### src/rtl/dbgxfer_pkg.sv
package dbgxfer_pkg;

   localparam int unsigned CODE_W = 5;

   localparam logic [CODE_W-1:0] CODE_SP_ALIAS = 5'd13;
   localparam logic [CODE_W-1:0] CODE_MSP      = 5'd17;
   localparam logic [CODE_W-1:0] CODE_PSP      = 5'd18;
   localparam logic [CODE_W-1:0] CODE_SPECIAL  = 5'd20;

   // placement of the packed special word on the debugger side
   localparam int unsigned CTRL_LSB  = 24;
   localparam int unsigned CTRL_W    = 2;
   localparam int unsigned PMASK_BIT = 0;

   typedef enum logic {
      XF_IDLE = 1'b0,
      XF_BUSY = 1'b1
   } xfer_state_e;

   typedef struct packed {
      logic              dir;
      logic [CODE_W-1:0] code;
   } sel_t;

   function automatic logic code_listed(input logic [CODE_W-1:0] c);
      return (c <= CODE_PSP) || (c == CODE_SPECIAL);
   endfunction

endpackage

### src/rtl/dbgxfer_decode.sv
module dbgxfer_decode
   import dbgxfer_pkg::*;
(
   input  logic [CODE_W-1:0] code,
   input  logic              sp_sel,
   output logic [CODE_W-1:0] idx,
   output logic              listed,
   output logic              special
);

   always_comb begin
      listed  = code_listed(code);
      special = (code == CODE_SPECIAL);
      if (code == CODE_SP_ALIAS) begin
         idx = sp_sel ? CODE_PSP : CODE_MSP;
      end else begin
         idx = code;
      end
   end

endmodule

### src/rtl/dbgxfer_pack.sv
module dbgxfer_pack
   import dbgxfer_pkg::*;
#(
   parameter int unsigned DATA_W       = 32,
   parameter bit          PACK_SPECIAL = 1'b1
) (
   input  logic              special,
   input  logic [DATA_W-1:0] dbg_data,
   input  logic [DATA_W-1:0] core_data,
   output logic [DATA_W-1:0] to_core,
   output logic [DATA_W-1:0] from_core
);

   generate
      if (PACK_SPECIAL) begin : g_packed
         logic [DATA_W-1:0] pk_out;
         logic [DATA_W-1:0] pk_in;

         always_comb begin
            pk_out                     = '0;
            pk_out[CTRL_W:1]           = dbg_data[CTRL_LSB +: CTRL_W];
            pk_out[0]                  = dbg_data[PMASK_BIT];
            pk_in                      = '0;
            pk_in[CTRL_LSB +: CTRL_W]  = core_data[CTRL_W:1];
            pk_in[PMASK_BIT]           = core_data[0];
         end

         assign to_core   = special ? pk_out : dbg_data;
         assign from_core = special ? pk_in  : core_data;
      end else begin : g_raw
         logic unused_special;
         assign unused_special = special;
         assign to_core   = dbg_data;
         assign from_core = core_data;
      end
   endgenerate

endmodule

### src/rtl/dbgxfer_ctrl.sv
module dbgxfer_ctrl
   import dbgxfer_pkg::*;
#(
   parameter int unsigned DATA_W  = 32,
   parameter int unsigned DIR_BIT = 16
) (
   input  logic              clk,
   input  logic              rst_n,
   input  logic              wr_sel,
   input  logic              wr_data,
   input  logic [DATA_W-1:0] wdata,
   input  logic              listed,
   input  logic              core_halted,
   input  logic              core_ack,
   input  logic [DATA_W-1:0] load_val,
   output logic              core_req,
   output logic              core_we,
   output logic              ready,
   output logic [DATA_W-1:0] data_q,
   output sel_t              sel_q
);

   xfer_state_e state_q;
   logic        done_core;
   logic        done_skip;

   assign core_req  = (state_q == XF_BUSY) && listed && core_halted;
   assign core_we   = sel_q.dir;
   assign done_core = core_req && core_ack;
   assign done_skip = (state_q == XF_BUSY) && !listed;

   always_ff @(posedge clk) begin
      if (!rst_n) begin
         state_q <= XF_IDLE;
         ready   <= 1'b0;
         data_q  <= '0;
         sel_q   <= '0;
      end else if (state_q == XF_IDLE) begin
         if (wr_sel) begin
            sel_q.code <= wdata[CODE_W-1:0];
            sel_q.dir  <= wdata[DIR_BIT];
            state_q    <= XF_BUSY;
            ready      <= 1'b0;
         end else if (wr_data) begin
            data_q <= wdata;
         end
      end else begin
         if (done_skip) begin
            state_q <= XF_IDLE;
            ready   <= 1'b1;
            if (!sel_q.dir) begin
               data_q <= '0;
            end
         end else if (done_core) begin
            state_q <= XF_IDLE;
            ready   <= 1'b1;
            if (!sel_q.dir) begin
               data_q <= load_val;
            end
         end
      end
   end

endmodule

### src/rtl/dbgxfer_regif.sv
module dbgxfer_regif
   import dbgxfer_pkg::*;
#(
   parameter int unsigned     ADDR_W    = 8,
   parameter int unsigned     DATA_W    = 32,
   parameter int unsigned     DIR_BIT   = 16,
   parameter int unsigned     READY_BIT = 16,
   parameter logic [ADDR_W-1:0] OFS_STAT = 'hC0,
   parameter logic [ADDR_W-1:0] OFS_SEL  = 'hC4,
   parameter logic [ADDR_W-1:0] OFS_DATA = 'hC8
) (
   input  logic              bus_wr,
   input  logic [ADDR_W-1:0] bus_addr,
   input  logic              ready,
   input  sel_t              sel_q,
   input  logic [DATA_W-1:0] data_q,
   output logic              wr_sel,
   output logic              wr_data,
   output logic [DATA_W-1:0] bus_rdata
);

   logic [DATA_W-1:0] stat_word;
   logic [DATA_W-1:0] sel_word;

   always_comb begin
      stat_word              = '0;
      stat_word[READY_BIT]   = ready;
      sel_word               = '0;
      sel_word[CODE_W-1:0]   = sel_q.code;
      sel_word[DIR_BIT]      = sel_q.dir;
   end

   assign wr_sel  = bus_wr && (bus_addr == OFS_SEL);
   assign wr_data = bus_wr && (bus_addr == OFS_DATA);

   always_comb begin
      unique case (bus_addr)
         OFS_STAT: bus_rdata = stat_word;
         OFS_SEL:  bus_rdata = sel_word;
         OFS_DATA: bus_rdata = data_q;
         default:  bus_rdata = '0;
      endcase
   end

endmodule

### src/rtl/dbgxfer_port.sv
module dbgxfer_port
   import dbgxfer_pkg::*;
#(
   parameter int unsigned       ADDR_W       = 8,
   parameter int unsigned       DATA_W       = 32,
   parameter int unsigned       DIR_BIT      = 16,
   parameter int unsigned       READY_BIT    = 16,
   parameter bit                PACK_SPECIAL = 1'b1,
   parameter logic [ADDR_W-1:0] OFS_STAT     = 'hC0,
   parameter logic [ADDR_W-1:0] OFS_SEL      = 'hC4,
   parameter logic [ADDR_W-1:0] OFS_DATA     = 'hC8
) (
   input  logic              clk,
   input  logic              rst_n,
   input  logic              bus_wr,
   input  logic [ADDR_W-1:0] bus_addr,
   input  logic [DATA_W-1:0] bus_wdata,
   output logic [DATA_W-1:0] bus_rdata,
   input  logic              core_halted,
   input  logic              core_sp_sel,
   output logic              core_req,
   output logic              core_we,
   output logic [4:0]        core_idx,
   output logic [DATA_W-1:0] core_wdata,
   input  logic [DATA_W-1:0] core_rdata,
   input  logic              core_ack
);

   localparam int unsigned MIN_DATA_W = PACK_SPECIAL ? (CTRL_LSB + CTRL_W) : CODE_W;

   generate
      if (DATA_W < MIN_DATA_W) begin : g_bad_width
         $error("dbgxfer_port: DATA_W too narrow for the selected packing");
      end
      if (DIR_BIT < CODE_W || DIR_BIT >= DATA_W) begin : g_bad_dir
         $error("dbgxfer_port: DIR_BIT must sit above the code field and inside DATA_W");
      end
      if (READY_BIT >= DATA_W) begin : g_bad_ready
         $error("dbgxfer_port: READY_BIT outside the data word");
      end
      if (OFS_STAT == OFS_SEL || OFS_SEL == OFS_DATA || OFS_STAT == OFS_DATA) begin : g_bad_ofs
         $error("dbgxfer_port: register offsets must differ");
      end
   endgenerate

   logic              wr_sel;
   logic              wr_data;
   logic              xfer_ready;
   logic [DATA_W-1:0] data_q;
   sel_t              sel_q;
   logic              listed;
   logic              special;
   logic [DATA_W-1:0] load_val;

   dbgxfer_regif #(
      .ADDR_W    (ADDR_W),
      .DATA_W    (DATA_W),
      .DIR_BIT   (DIR_BIT),
      .READY_BIT (READY_BIT),
      .OFS_STAT  (OFS_STAT),
      .OFS_SEL   (OFS_SEL),
      .OFS_DATA  (OFS_DATA)
   ) u_regif (
      .bus_wr    (bus_wr),
      .bus_addr  (bus_addr),
      .ready     (xfer_ready),
      .sel_q     (sel_q),
      .data_q    (data_q),
      .wr_sel    (wr_sel),
      .wr_data   (wr_data),
      .bus_rdata (bus_rdata)
   );

   dbgxfer_decode u_decode (
      .code    (sel_q.code),
      .sp_sel  (core_sp_sel),
      .idx     (core_idx),
      .listed  (listed),
      .special (special)
   );

   dbgxfer_pack #(
      .DATA_W       (DATA_W),
      .PACK_SPECIAL (PACK_SPECIAL)
   ) u_pack (
      .special   (special),
      .dbg_data  (data_q),
      .core_data (core_rdata),
      .to_core   (core_wdata),
      .from_core (load_val)
   );

   dbgxfer_ctrl #(
      .DATA_W  (DATA_W),
      .DIR_BIT (DIR_BIT)
   ) u_ctrl (
      .clk         (clk),
      .rst_n       (rst_n),
      .wr_sel      (wr_sel),
      .wr_data     (wr_data),
      .wdata       (bus_wdata),
      .listed      (listed),
      .core_halted (core_halted),
      .core_ack    (core_ack),
      .load_val    (load_val),
      .core_req    (core_req),
      .core_we     (core_we),
      .ready       (xfer_ready),
      .data_q      (data_q),
      .sel_q       (sel_q)
   );

endmodule

### config.mk
export PLATFORM = sky130hd
export DESIGN_NAME = dbgxfer_port
export DESIGN_NICKNAME = d
export VERILOG_FILES = /design/src/rtl/dbgxfer_pkg.sv /design/src/rtl/dbgxfer_decode.sv /design/src/rtl/dbgxfer_pack.sv /design/src/rtl/dbgxfer_ctrl.sv /design/src/rtl/dbgxfer_regif.sv /design/src/rtl/dbgxfer_port.sv
export SDC_FILE = /design/constraint.sdc
export NUM_CORES = 1
export LEC_CHECK = 0
export BUFFER_PORTS_ARGS = -buffer_cell sky130_fd_sc_hd__clkbuf_2
export CORE_AREA = 2 2 82 84
export DETAILED_ROUTE_END_ITERATION = 6
export DIE_AREA = 0 0 84 86
export PLACE_DENSITY_LB_ADDON = 0.1
export SYNTH_ARGS = -nofsm -noshare
export SYNTH_HDL_FRONTEND = slang
export SYNTH_SLANG_ARGS = --single-unit
export TNS_END_PERCENT = 5
### constraint.sdc
create_clock -name clk -period 3.1 [get_ports clk]
set_clock_uncertainty 0.15 [all_clocks]
set_input_delay 0.465 -clock clk [delete_from_list [all_inputs] [get_ports clk]]
set_output_delay 0.465 -clock clk [all_outputs]
set_load 0.1 [all_outputs]
==> flow_summary.ini <==
[finish]
mostFrequentLayoutCell = clkbuf_2
area_growth_pct = 50.9
fillers = 545
mostFrequentLayoutCells = clkbuf_2 (115), nand2_1 (66), and2_1 (55)
post-route-util = 0.647
layout-drive-gt1-share = 0.449
final_nets = 534
final_area_um2 = 4060
num_antenna_cells = 0

[clocking]
cts-root-buf = clkbuf_8
cts.sinks = 40
cts_hold_buf = 0
cts_setup_buffers = 0
cts_buffers = 5
clkTransAtPathRegs_ns = 0.07
cts_max_path_buffers = 2
cts_tree = yes
cts_max_level = 2
clk_latency_ns = 0.28
cts_resized = 0

[drt]
wl_per_cell_um = 14.3
vias = 2689
post-route-drc-count = 0
wirelength_um = 7630
dr.pass1.iters = 5
ant_nets = 0
drt_iter0_drc = 67
via_per_inst = 5.04

[timing]
period_share = 0.873
slew_headroom = 0.539
hold_viol = 0
maxClockFrequency_mhz = 369
rsz0062_at_grt = no
worst_pin_slew_ns = 0.690
maxSlewViolCount = 0
setup_viol = 0
min_period_ns = 2.71

[global_route]
grtUsageTotal = 0.210
antenna_found_initial = 0
grt_pass1_wl_um = 12400
grt_start_max_net_pins = 33
grt_pass1_vias = 2545
gr-total-overflow = 0

[pwr]
p_leak_nw = 1.85
peakVddDrop_mv = 0.140
pwr_density_cell_nw_per_um2 = 242

[worst_setup_path]
crit_chain = nand2_1, or4_1, buf_4, and2_1, clkbuf_2
worst_setup_path_end_kind = primary output
critPathKind = reg -> out
slowest_stage = dfxtp_1
ff2ff_setup_slack_ns = 0.90
startpoint_type = register
slowest_delay_ns = 0.50
cp.arrival_ns = 2.09
required_ns = 2.48
critPathMaxFanout = 20

[synth]
syn_area_per_cell_um2 = 8.44
synth-seq-cells = 40
synth_cell_types = 40
synth_edf_count = 0
yosysTopAreaCell = dfxtp_1
ys_seq_area_frac = 0.298
syn_area_um2 = 2690
synth_top_flop_cell = dfxtp_1
yosysWarnings = 0
synth_area_leaders = dfxtp_1 (30%), mux2i_1 (15%), mux2_2 (13%)
syn-num-nets = 397
synth_top_area_share = 0.298
syn_inst = 319
synthArstFlopShare = 0

[die]
initial_core_util = 0.429
rows = 29
core_um2 = 6280
die_w_um = 84
die_area_um2 = 7220
die_y_um = 86
boundaryPins = 149

[placement]
portBuffers = 148
gp_congestion = 0.782
placed_cell_area_um2 = 3970
dpl.hpwl_um = 5720

[flow_run]
maxCapViolCount = 0

[hold_path]
hp-class = in -> reg

[run_status]
outcome = complete, no violations
critical path, delay by kind of cell (launching register included):
kind	cells	cell delay, ns
and+or+nand+nor	3	0.70
buffers and inverters	2	0.61
DFF	1	0.50
Yosys cell counts, types with 3 or more instances:
library cell,count
nand3_1,3
mux2i_1,39
buf_8,3
and3_1,3
a22o_1,6
nor2b_1,4
dfxtp_1,40
mux2_2,32
and2_1,55
nor2_1,10
nand2b_1,5
a21oi_1,3
clkbuf_1,21
nand2_1,66
per-stage QoR:
| step | TNS (ns) | std cells | setup WS, ns | total power [mW] | hold slack [ns] |
|---|---|---|---|---|---|
| after floorplan | -0.418 | 319 | -0.418 | 0.582 | 0.289 |
| after global placement | 0 | 526 | 0.458 | 0.642 | 0.299 |
| after detailed placement | 0 | 526 | 0.422 | 0.643 | 0.305 |
| after CTS | 0 | 534 | 0.360 | 0.997 | 0.277 |
| after global routing | 0 | 534 | 0.276 | 1.03 | 0.284 |
| final | 0 | 534 | 0.392 | 0.985 | 0.281 |
power by group:
part | leakage, nW | switching, mW | internal [mW]
clock | 0.0455 | 0.172 | 0.182
sequential | 0.323 | 0.000864 | 0.514
combinational | 1.48 | 0.0537 | 0.0625
total | 1.85 | 0.226 | 0.758
final cells by class:
type                    instances  area [um2]  share of cell area
multi-input cells             250        1760               0.434
repair buffers                157        1300               0.321
flip-flops and latches         40         802               0.198
well taps                      77        96.3              0.0237
clock buffers                   8        90.1              0.0222
inverters                       2        7.51             0.00185
layer usage:
metal	up-vias	track usage	routed length, um
li1	1354	-	-
met1	1235	0.258	3220
met2	90	0.359	3770
met3	10	0.0587	540
met4	0	0.0616	97
met5	-	0	0
final timing paths:
path / cells past startpoint / to / from
worst min register to register: 2 / u_ctrl.data_q[27] / u_ctrl.data_q[27]
worst min-delay path: 3 / u_ctrl.sel_q[2] / bus_wdata[2]
worst max register to register: 5 / u_ctrl.data_q[6] / u_ctrl.state_q
worst max-delay path: 5 / core_wdata[12] / u_ctrl.sel_q[2]
sequential cells by signal, indices dropped and copies added (netlist names):
| signal | flops |
|---|---|
| u_ctrl.sel_q | 5 |
| u_ctrl.state_q | 1 |
| u_ctrl.core_we | 1 |
| u_ctrl.ready | 1 |
| u_ctrl.data_q | 32 |
cells by family (layout without fill, tap and decap cells):
group / Yosys count / in the layout / share of synthesized area
and+or+nand+nor: 155 / 155 / 0.295
AOI/OAI and AO/OA: 23 / 23 / 0.0707
muxes: 71 / 71 / 0.279
DFF: 40 / 40 / 0.298
buffers and inverters: 29 / 167 / 0.0544
adders and majority gates: 1 / 1 / 0.00372
(Power assumes the default switching activity.)
